**config.mk**
```make
export PLATFORM = sky130hd
export DESIGN_NAME = flow_seq
export DESIGN_NICKNAME = d
export VERILOG_FILES = /design/src/rtl/flow_seq_pkg.sv /design/src/rtl/flow_seq_ctrl.sv /design/src/rtl/flow_seq_dp.sv /design/src/rtl/flow_seq.sv
export SDC_FILE = /design/constraint.sdc
export NUM_CORES = 1
export LEC_CHECK = 0
export BUFFER_PORTS_ARGS = -buffer_cell sky130_fd_sc_hd__clkbuf_2
export CORE_MARGIN = 4
export CORE_UTILIZATION = 30
export CTS_CLUSTER_DIAMETER = 50
export CTS_CLUSTER_SIZE = 10
export DETAILED_ROUTE_END_ITERATION = 8
export SLEW_MARGIN = 20
export SYNTH_ARGS = -nofsm -noshare
export SYNTH_HDL_FRONTEND = slang
export SYNTH_SLANG_ARGS = --single-unit
export TNS_END_PERCENT = 5
```
**constraint.sdc**
```tcl
create_clock -name clk -period 5.3 [get_ports clk]
set_clock_uncertainty 0.2 [all_clocks]
set_input_delay 1.06 -clock clk [delete_from_list [all_inputs] [get_ports clk]]
set_output_delay 1.06 -clock clk [all_outputs]
set_load 0.05 [all_outputs]
```
**src/rtl/flow_seq_pkg.sv**
```systemverilog
`timescale 1ns/1ps
package flow_seq_pkg;
  localparam int WORD_W = 16;
  localparam int OFF_W  = 8;
  localparam int KLO_W  = 8;
  localparam int KHI_W  = 12;
  localparam int K_W    = KLO_W + KHI_W;
  localparam logic [7:0] BZ_OPCODE   = 8'hE0;
  localparam logic [6:0] CALL_OPCODE = 7'b1110110;

  typedef enum logic [1:0] {
    SLOT_EMPTY = 2'd0,
    SLOT_EXEC  = 2'd1,
    SLOT_CALL2 = 2'd2
  } slotT;

  typedef struct packed {
    logic             takeBranch;
    logic             doCall;
    logic             saveShadow;
    logic [OFF_W-1:0] brOffset;
    logic [K_W-1:0]   callTarget;
  } flowStrobeT;
endpackage

```
**src/rtl/flow_seq_ctrl.sv**
```systemverilog
`timescale 1ns/1ps
module flow_seq_ctrl
  import flow_seq_pkg::*;
(
  input  logic              clk,
  input  logic              rstN,
  input  logic [WORD_W-1:0] wordIn,
  input  logic              zeroFlag,
  output flowStrobeT        strobe,
  output logic              flushSlot
);
  slotT             slotQ, slotD;
  logic             shadowReqQ, shadowReqD;
  logic [KLO_W-1:0] kLowQ, kLowD;
  logic             isBz, isCall1;

  assign isBz    = (wordIn[15:8] == BZ_OPCODE);
  assign isCall1 = (wordIn[15:9] == CALL_OPCODE);
  assign flushSlot = (slotQ == SLOT_EMPTY);

  always_comb begin
    slotD      = slotQ;
    shadowReqD = shadowReqQ;
    kLowD      = kLowQ;
    strobe            = '0;
    strobe.brOffset   = wordIn[OFF_W-1:0];
    strobe.callTarget = {wordIn[KHI_W-1:0], kLowQ};
    unique case (slotQ)
      SLOT_EMPTY: slotD = SLOT_EXEC;
      SLOT_EXEC: begin
        if (isBz && zeroFlag) begin
          strobe.takeBranch = 1'b1;
          slotD = SLOT_EMPTY;
        end else if (isCall1) begin
          shadowReqD = wordIn[8];
          kLowD      = wordIn[KLO_W-1:0];
          slotD      = SLOT_CALL2;
        end
      end
      SLOT_CALL2: begin
        strobe.doCall     = 1'b1;
        strobe.saveShadow = shadowReqQ;
        slotD = SLOT_EMPTY;
      end
      default: slotD = SLOT_EMPTY;
    endcase
  end

  always_ff @(posedge clk) begin
    if (!rstN) begin
      slotQ      <= SLOT_EMPTY;
      shadowReqQ <= 1'b0;
      kLowQ      <= '0;
    end else begin
      slotQ      <= slotD;
      shadowReqQ <= shadowReqD;
      kLowQ      <= kLowD;
    end
  end

  // a redirect leaves the in-flight word dead for one cycle
  a_r4_flush_after_redirect: assert property (@(posedge clk) disable iff (!rstN)
    (strobe.takeBranch || strobe.doCall) |=> flushSlot);
  // never two dead slots in a row
  a_r4_single_flush: assert property (@(posedge clk) disable iff (!rstN)
    flushSlot |=> !flushSlot);
  // a first call word is always followed by its second-word cycle
  a_r6_call_pair: assert property (@(posedge clk) disable iff (!rstN)
    (slotQ == SLOT_EXEC && isCall1) |=> (slotQ == SLOT_CALL2));
  // a clear zero flag never produces a jump
  a_r3_no_jump_when_clear: assert property (@(posedge clk) disable iff (!rstN)
    !zeroFlag |-> !strobe.takeBranch);
endmodule

```
**src/rtl/flow_seq_dp.sv**
```systemverilog
`timescale 1ns/1ps
module flow_seq_dp
  import flow_seq_pkg::*;
#(
  parameter int PC_W        = 21,
  parameter int DATA_W      = 8,
  parameter int STACK_DEPTH = 31,
  parameter int SP_W        = $clog2(STACK_DEPTH + 1)
) (
  input  logic              clk,
  input  logic              rstN,
  input  flowStrobeT        strobe,
  input  logic [DATA_W-1:0] wregIn,
  input  logic [DATA_W-1:0] statusIn,
  input  logic [DATA_W-1:0] bsrIn,
  output logic [PC_W-1:0]   fetchAddr,
  output logic [PC_W-1:0]   stackTop,
  output logic [SP_W-1:0]   stackPtr,
  output logic              stackOverflow,
  output logic [DATA_W-1:0] wregShadow,
  output logic [DATA_W-1:0] statusShadow,
  output logic [DATA_W-1:0] bsrShadow
);
  logic [PC_W-1:0] fetchQ, slotAddrQ;
  logic [PC_W-1:0] brTarget, callTarget, retAddr;
  logic [PC_W-1:0] stackMem [STACK_DEPTH];
  logic [SP_W-1:0] spQ, topIdx;
  logic            stackFull, ovfQ;

  assign brTarget = slotAddrQ + PC_W'(2)
                  + {{(PC_W-OFF_W-1){strobe.brOffset[OFF_W-1]}}, strobe.brOffset, 1'b0};
  assign callTarget = PC_W'({strobe.callTarget, 1'b0});
  // slot holds the second call word, so +2 points past the whole call
  assign retAddr    = slotAddrQ + PC_W'(2);
  assign stackFull  = (spQ == SP_W'(STACK_DEPTH));
  assign topIdx     = spQ - SP_W'(1);

  always_ff @(posedge clk) begin
    if (!rstN) begin
      fetchQ    <= '0;
      slotAddrQ <= '0;
    end else begin
      slotAddrQ <= fetchQ;
      if (strobe.takeBranch)  fetchQ <= brTarget;
      else if (strobe.doCall) fetchQ <= callTarget;
      else                    fetchQ <= fetchQ + PC_W'(2);
    end
  end

  always_ff @(posedge clk) begin
    if (!rstN) begin
      spQ  <= '0;
      ovfQ <= 1'b0;
    end else if (strobe.doCall) begin
      if (stackFull) ovfQ <= 1'b1;
      else           spQ  <= spQ + SP_W'(1);
    end
  end

  always_ff @(posedge clk) begin
    for (int e = 0; e < STACK_DEPTH; e++) begin
      if (strobe.doCall && !stackFull && spQ == SP_W'(e)) stackMem[e] <= retAddr;
    end
  end

  always_ff @(posedge clk) begin
    if (!rstN) begin
      wregShadow   <= '0;
      statusShadow <= '0;
      bsrShadow    <= '0;
    end else if (strobe.saveShadow) begin
      wregShadow   <= wregIn;
      statusShadow <= statusIn;
      bsrShadow    <= bsrIn;
    end
  end

  assign fetchAddr     = fetchQ;
  assign stackPtr      = spQ;
  assign stackOverflow = ovfQ;
  assign stackTop      = (spQ == '0) ? '0 : stackMem[topIdx];

  // byte address of a 16-bit word stays even
  a_r1_fetch_even: assert property (@(posedge clk) disable iff (!rstN)
    fetchQ[0] == 1'b0);
  // a successful push shows its return address at the top
  a_r7_push_visible: assert property (@(posedge clk) disable iff (!rstN)
    (strobe.doCall && !stackFull) |=> (stackTop == $past(retAddr)));
  // pushing a full stack freezes pointer and top, raises the flag
  a_r10_full_holds: assert property (@(posedge clk) disable iff (!rstN)
    (strobe.doCall && stackFull) |=> ($stable(spQ) && $stable(stackTop) && ovfQ));
  // flag is sticky
  a_r10_overflow_sticky: assert property (@(posedge clk) disable iff (!rstN)
    ovfQ |=> ovfQ);
  // shadows move only on a save request
  a_r8_shadow_hold: assert property (@(posedge clk) disable iff (!rstN)
    !strobe.saveShadow |=> ($stable(wregShadow) && $stable(statusShadow) && $stable(bsrShadow)));
endmodule

```
**src/rtl/flow_seq.sv**
```systemverilog
`timescale 1ns/1ps
module flow_seq
  import flow_seq_pkg::*;
#(
  parameter int PC_W        = 21,
  parameter int DATA_W      = 8,
  parameter int STACK_DEPTH = 31,
  localparam int SP_W       = $clog2(STACK_DEPTH + 1)
) (
  input  logic              clk,
  input  logic              rstN,
  input  logic [15:0]       instrWord,
  input  logic              zeroFlag,
  input  logic [DATA_W-1:0] wregIn,
  input  logic [DATA_W-1:0] statusIn,
  input  logic [DATA_W-1:0] bsrIn,
  output logic [PC_W-1:0]   fetchAddr,
  output logic              flushSlot,
  output logic [PC_W-1:0]   stackTop,
  output logic [SP_W-1:0]   stackPtr,
  output logic              stackOverflow,
  output logic [DATA_W-1:0] wregShadow,
  output logic [DATA_W-1:0] statusShadow,
  output logic [DATA_W-1:0] bsrShadow
);
  flowStrobeT strobe;

  flow_seq_ctrl u_ctrl (
    .clk(clk), .rstN(rstN), .wordIn(instrWord), .zeroFlag(zeroFlag),
    .strobe(strobe), .flushSlot(flushSlot)
  );

  flow_seq_dp #(
    .PC_W(PC_W), .DATA_W(DATA_W), .STACK_DEPTH(STACK_DEPTH), .SP_W(SP_W)
  ) u_dp (
    .clk(clk), .rstN(rstN), .strobe(strobe),
    .wregIn(wregIn), .statusIn(statusIn), .bsrIn(bsrIn),
    .fetchAddr(fetchAddr), .stackTop(stackTop), .stackPtr(stackPtr),
    .stackOverflow(stackOverflow), .wregShadow(wregShadow),
    .statusShadow(statusShadow), .bsrShadow(bsrShadow)
  );
endmodule

```
==> impl_metrics.csv, run 1 <==
group,metric,value,unit
status,outcome,"finished, final reports clean",
global_route,antenna_found_initial,0,
timing,finalSetupViolCount,0,
floorplan,start_util,0.303,
floorplan,core_area,98600,µm²
power_and_ir_drop,leakagePower,11.9,nW
timing,worst_pin_slew,1.07,ns
timing,period_share,0.962,
detailed_routing,viasPerCell,5.06,
setup_path,reg2reg_depth,8,
setup_path,r2r-start,"u_dp.stackPtr[0]$_SDFFE_PN0P_",
timing,max_freq,196,MHz
detailed_routing,drc,0,
layout,syn_to_final_growth,17.5,%
layout,final_common_cell,"edfxtp_1",
detailed_routing,drtPass1Iterations,6,
power_and_ir_drop,powerDensity,339,nW/µm²
setup_path,cp-start-kind,"flip-flop",
logic_synthesis,syn_inst,1793,
placement,dp_hpwl,45.4,mm
global_route,gr-total-overflow,0,
layout,seqCellArea,21200,µm²
power_and_ir_drop,p_switching,2.39,mW
logic_synthesis,synthesis.area,29800,µm²
placement,port_buffers,115,
worst_hold_path,hp-class,"flip-flop to flip-flop",
setup_path,worstSetupEndpointType,"output pin",
worst_hold_path,hp-start,"u_dp.wregShadow[3]$_SDFFE_PN0P_",
detailed_routing,dr_total_vias,16657,
layout,final_nets,2047,
placement,placedInstanceArea,32500,µm²
worst_hold_path,whs_path_depth,2,
layout,final_cell_mix,"651 x edfxtp_1, 238 x nand2_1, 148 x mux4_2",
setup_path,required,4.04,ns
global_route,grtUsageTotal,0.143,
global_route,grt_max_degree,102,
layout,multi_input_area,8440,µm²
floorplan,fp.dieArea,105000,µm²
logic_synthesis,synth_ff_type,"edfxtp_1",
logic_synthesis,yosys_warnings,0,
setup_path,cp.arrival,3.84,ns
clocking,cts_root_buf,"clkbuf_16",
clocking,ctsHtreeMaxLevel,3,
power_and_ir_drop,switching_share,0.202,
layout,fillCellCount,9173,
logic_synthesis,ys_ff_latch,734,
detailed_routing,wl_per_cell,22.8,µm
setup_path,crit_fanout,36,
setup_path,critical_path_class,"flip-flop to output pin",
power_and_ir_drop,pwr-share-comb,0.011,
logic_synthesis,async_flop_share,0,
logic_synthesis,synth-edff-count,651,
timing,slew-limit-headroom,0.283,
clocking,cts_tree,"built",
timing,hold_ws,0.268,ns
floorplan,rows,115,
layout,layout-drive-gt1-share,0.253,
global_route,grt_pass1_vias,17223,
clocking,path_clk_slew,0.05,ns
logic_synthesis,synth.top_cell.area_share,0.655,
detailed_routing,dr.first_iter.drc_count,1702,
layout,fin_area,35100,µm²
power_and_ir_drop,irDropWorstVdd,255,µV
job,cap_violations,0,
layout,diodes,0,
timing,hold_viol,0,
logic_synthesis,yosysSeqAreaShare,0.711,
floorplan,die_x,323,µm
logic_synthesis,synth_nets,1868,
clocking,insertion_delay,0.64,ns
setup_path,crit_start,"u_dp.stackPtr[1]$_SDFFE_PN0P_",
logic_synthesis,synth_cell_types,57,
floorplan,chipHeight,323,µm
logic_synthesis,syn_avg_cell_area,16.6,µm²
power_and_ir_drop,intPower,9.48,mW
global_route,grt_pass1_wl,112,mm
clocking,cts_max_path_buffers,3,
timing,fin_crit,5.10,ns
logic_synthesis,synthTopCellsByArea,"edfxtp_1 65%, mux4_2 11%, dfxtp_1 5.6%",
detailed_routing,routed_wl,75.2,mm
placement,routabilityCongestion,0.824,
timing,slew_violations,0,
detailed_routing,antenna_left,0,
power_and_ir_drop,power_frac_clock,0.463,
clocking,cts.sinks,734,
logic_synthesis,synth_largest_area_cell,"edfxtp_1",
timing,rsz0062_at_grt,"yes",
clocking,cts_buffers,87,
floorplan,io_pins,116,
power_and_ir_drop,p_seq_frac,0.525,
cell usage after synthesis (all sizes together), types with 3 or more instances:
library cell,number
a211o,4
a211oi,27
a21boi,25
a21o,28
a21oi,46
a31oi,4
and2,31
and3,8
and4,3
buf,39
clkbuf,58
dfxtp,83
edfxtp,651
ha,31
inv,9
mux2i,31
mux4,148
nand2,238
nand2b,4
nand3,68
nand4,11
nor2,85
nor2b,18
nor3,11
o21ai,15
o21bai,5
o221ai,20
o22ai,9
xnor2,39
xor2,23
what timing repair did:
action / CTS / global route
hold buffers: 0 / 0
buffers inserted: 0 / 0
endpoints found under the setup margin: 0 / 9
gates resized for setup: 0 / 3
flip-flops by register name, summed over array words and instances (netlist names):
signal,count
u_dp.bsrShadow,8
u_ctrl.shadowReqQ,1
u_dp.stackOverflow,1
u_dp.stackMem,651
u_dp.statusShadow,8
u_ctrl.slotQ,2
u_dp.fetchAddr,21
u_dp.stackPtr,5
u_ctrl.kLowQ,8
u_dp.slotAddrQ,21
u_dp.wregShadow,8
cells by family after synthesis:
| group | count (synthesis) | synth area share |
|---|---|---|
| flip-flops | 734 | 0.711 |
| AND/OR/NAND/NOR | 482 | 0.0718 |
| AO/OA/AOI/OAI | 198 | 0.0467 |
| multiplexers | 179 | 0.122 |
| buffers and inverters | 106 | 0.0166 |
| XOR/XNOR | 62 | 0.0187 |
| adder cells (fa/ha/maj) | 32 | 0.0137 |
metrics by stage:
stage,worst slack [ns],std cells,util,power (mW),TNS (ns)
global route,-0.00920,3292,0.356,12.2,-0.00920
detailed placement,0.744,3170,0.329,6.49,0
floorplan,0.367,1793,-,6.43,0
global placement,0.729,3170,0.329,6.48,0
CTS,0.0462,3292,0.356,12.0,0
finish,0.200,3292,0.356,11.9,0
metal layers:
layer | up-vias | routed length, µm | global-route usage
li1 | 7297 | - | -
met2 | 658 | 35200 | 0.229
met5 | - | 0 | 0
met3 | 124 | 6530 | 0.0397
met1 | 8578 | 31900 | 0.195
met4 | 0 | 1580 | 0.0342
worst paths after layout:
kind | endpoint | slack [ns]
min reg2reg | u_dp.wregShadow[3]$_SDFFE_PN0P_ | 0.27
max reg2reg | u_dp.stackMem[22][11]$_DFFE_PP_ | 1.08
min | u_dp.wregShadow[3]$_SDFFE_PN0P_ | 0.27
max | stackTop[19] | 0.20
worst max-delay path: stages, from the launching register on:
cell,delay (ns)
dfxtp_1,0.48
inv_1,0.16
ha_1,0.37
xnor2_4,0.77
buf_12,0.31
mux4_2,0.39
nand4_1,0.18
nand3_1,0.20
clkbuf_2,0.29
power by group through the flow:
stage	Combinational [mW]	Sequential, mW	Clock (mW)
finish	0.136	6.23	5.50
global route	0.148	6.23	5.85
CTS	0.135	6.23	5.62
detailed placement	0.135	6.35	0
global placement	0.131	6.35	0
floorplan	0.0722	6.36	0
final cells by class:
class                      count  area share
clock inverter                19     0.00942
inverter                       9    0.000963
clock buffer                 103      0.0641
sequential                   734       0.605
timing repair buffer         187      0.0339
tap                         1287      0.0459
multi-input combinational    953       0.241
(Power assumes the default switching activity.)
==> run 2, diff against run 1 <==
--- a/config.mk
+++ b/config.mk
@@ -7,10 +7,12 @@
 export LEC_CHECK = 0
 export BUFFER_PORTS_ARGS = -buffer_cell sky130_fd_sc_hd__clkbuf_2
 export CORE_MARGIN = 4
-export CORE_UTILIZATION = 30
+export CORE_UTILIZATION = 62
 export CTS_CLUSTER_DIAMETER = 50
 export CTS_CLUSTER_SIZE = 10
 export DETAILED_ROUTE_END_ITERATION = 8
+export MAX_ROUTING_LAYER = met4
+export PLACE_DENSITY = 0.8
 export SLEW_MARGIN = 20
 export SYNTH_ARGS = -nofsm -noshare
 export SYNTH_HDL_FRONTEND = slang
==> run 2 against run 1 <==
Effect of this change:
- combinational power is 4% lower
- worst hold slack better by 0.0019 ns
- total power is 3.0% lower
- wire length is 4.6% lower
- clock-buffer cell count is 14 higher
- global-route usage is 15 points higher
- largest power group unchanged
- worst setup slack better by 0.061 ns
- critical endpoint unchanged
- die area is 51% lower
- final area is 3.0% lower
==> impl_metrics.csv, run 2 (synthesis gave the netlist of run 1 again) <==
group,metric,value,unit
timing,rsz0062_at_grt,"no",
setup_path,crit_cells,7,
detailed_routing,wl_per_cell,27.3,µm
timing,fin_crit,5.04,ns
global_route,grtUsageTotal,0.290,
setup_path,required,4.04,ns
floorplan,io_pins,116,
power_and_ir_drop,powerDensity,338,nW/µm²
detailed_routing,drc,0,
floorplan,fp.dieArea,51700,µm²
setup_path,crit_chain,"inv_1 -> ha_4 -> mux4_2 -> mux4_2 -> nand4_1 -> nand3_1 -> clkbuf_2",
detailed_routing,dr_total_vias,17225,
setup_path,reg2reg_depth,13,
layout,largest_register_ffs,651,
timing,period_share,0.951,
layout,final_cell_mix,"651 x edfxtp_1, 238 x nand2_1, 148 x mux4_2",
worst_hold_path,whs_path_depth,2,
setup_path,reg2reg_to,"u_dp.fetchAddr[17]$_SDFF_PN0_",
timing,worst_pin_slew,1.04,ns
placement,dp_hpwl,40.4,mm
floorplan,start_util,0.626,
clocking,cts_max_path_buffers,3,
detailed_routing,drtPass1Iterations,5,
global_route,grt_max_degree,102,
power_and_ir_drop,irDropWorstVdd,216,µV
global_route,grt_pass1_vias,17267,
clocking,cts_tree,"built",
placement,routabilityCongestion,0.872,
timing,hold_viol,0,
timing,slew_violations,0,
worst_hold_path,holdPathEnd,"u_dp.bsrShadow[2]$_SDFFE_PN0P_",
setup_path,worstSetupEndpointType,"output pin",
setup_path,crit_top_cell,"mux4_2",
layout,fillCellCount,2864,
detailed_routing,routed_wl,71.7,mm
detailed_routing,viasPerCell,6.57,
setup_path,crit_start,"u_dp.stackPtr[1]$_SDFFE_PN0P_",
global_route,grt_pass1_wl,107,mm
layout,final_common_cell,"edfxtp_1",
setup_path,crit_fanout,49,
setup_path,cpMaxStageDelayCell,"ha_4",
layout,syn_to_final_growth,13.9,%
timing,setup_tns,0,ns
worst_hold_path,hp-class,"flip-flop to flip-flop",
setup_path,cp.arrival,3.78,ns
floorplan,die_x,227,µm
clocking,cts_setup_buffers,0,
clocking,cts.sinks,734,
layout,regMostFlops,"u_dp.stackMem",
clocking,cts_root_buf,"clkbuf_16",
status,outcome,"finished, final reports clean",
clocking,ctsHtreeMaxLevel,3,
detailed_routing,dr.first_iter.drc_count,1999,
layout,final_nets,2040,
setup_path,cpLargestDelayFamily,"multiplexers",
job,cap_violations,0,
timing,max_freq,198,MHz
setup_path,critical_path_class,"flip-flop to output pin",
worst_hold_path,hp-start,"u_dp.bsrShadow[2]$_SDFFE_PN0P_",
placement,port_buffers,115,
clocking,hold_buffers,0,
clocking,cts-resized-gates,0,
setup_path,r2r-start,"u_dp.slotAddrQ[3]$_SDFF_PN0_",
clocking,path_clk_slew,0.05,ns
layout,layout-drive-gt1-share,0.245,
setup_path,critPathMaxStageDelay,0.81,ns
detailed_routing,antenna_left,0,
global_route,antenna_found_initial,2,
floorplan,core_area,47600,µm²
layout,final_util,0.714,
clocking,insertion_delay,0.62,ns
floorplan,rows,80,
setup_path,crit_buf_inv,2,
setup_path,rrSetupSlack,1.48,ns
clocking,cts_buffers,85,
power_and_ir_drop,leakagePower,11.8,nW
timing,finalSetupViolCount,0,
floorplan,chipHeight,227,µm
global_route,gr-total-overflow,0,
setup_path,cp-start-kind,"flip-flop",
timing,slew-limit-headroom,0.302,
## run 2: changes by cell type in the layout (fill, tap and decap cells not counted), sizes merged
cell | before | now
buf | 72 | 67
bufinv | 4 | 0
clkbuf | 218 | 232
clkinv | 13 | 6
clkinvlp | 0 | 2
diode | 0 | 2
inv | 11 | 12
## run 2: layer usage
layer  track usage  vias up  share of wire
li1              -     7288              -
met5             -        -              0
met2         0.476     1129           0.51
met4        0.0908        0          0.026
met1         0.373     8652           0.36
met3        0.0596      156           0.10
## run 2: worst max path at each step
stage / slack [ns] / to
global placement: 0.98 / stackTop[19]
finish: 0.26 / stackTop[19]
CTS: 0.29 / stackTop[9]
floorplan: 0.37 / stackTop[11]
global route: 0.09 / stackTop[19]
detailed placement: 0.98 / stackTop[19]
## run 2: metrics by stage
step / power [mW] / instances / instance area [µm²] / hold slack, ns / setup WS [ns]
global route: 11.9 / 2623 / 34000 / 0.292 / 0.0865
detailed placement: 6.48 / 2493 / 31600 / 0.263 / 0.980
CTS: 11.6 / 2621 / 34000 / 0.270 / 0.289
finish: 11.5 / 2623 / 34000 / 0.270 / 0.262
global placement: 6.48 / 2493 / 31600 / 0.252 / 0.976
floorplan: 6.43 / 1793 / 29800 / 0.282 / 0.367
## run 2: tightest hold or removal path: stages (launching register included)
cell and delay (ns):
dfxtp_1 0.31, nand2_1 0.05, a21boi_0 0.06
## run 2: layout make-up
| cell class | count | area, µm² | share of cell area |
|---|---|---|---|
| clock inverter | 11 | 131 | 0.00386 |
| timing repair buffer | 182 | 1150 | 0.0339 |
| clock buffer | 117 | 2270 | 0.0667 |
| sequential | 734 | 21200 | 0.624 |
| antenna | 2 | 5.00 | 0.000147 |
| tap | 615 | 769 | 0.0226 |
| multi-input combinational | 953 | 8440 | 0.248 |
| inverter | 9 | 33.8 | 0.000993 |
## run 2: power breakdown
part | switching, mW | total (mW) | internal (mW)
registers | 0.00612 | 6.23 | 6.23
logic | 0.0840 | 0.131 | 0.0468
clock network | 2.18 | 5.15 | 2.97
total | 2.27 | 11.5 | 9.24
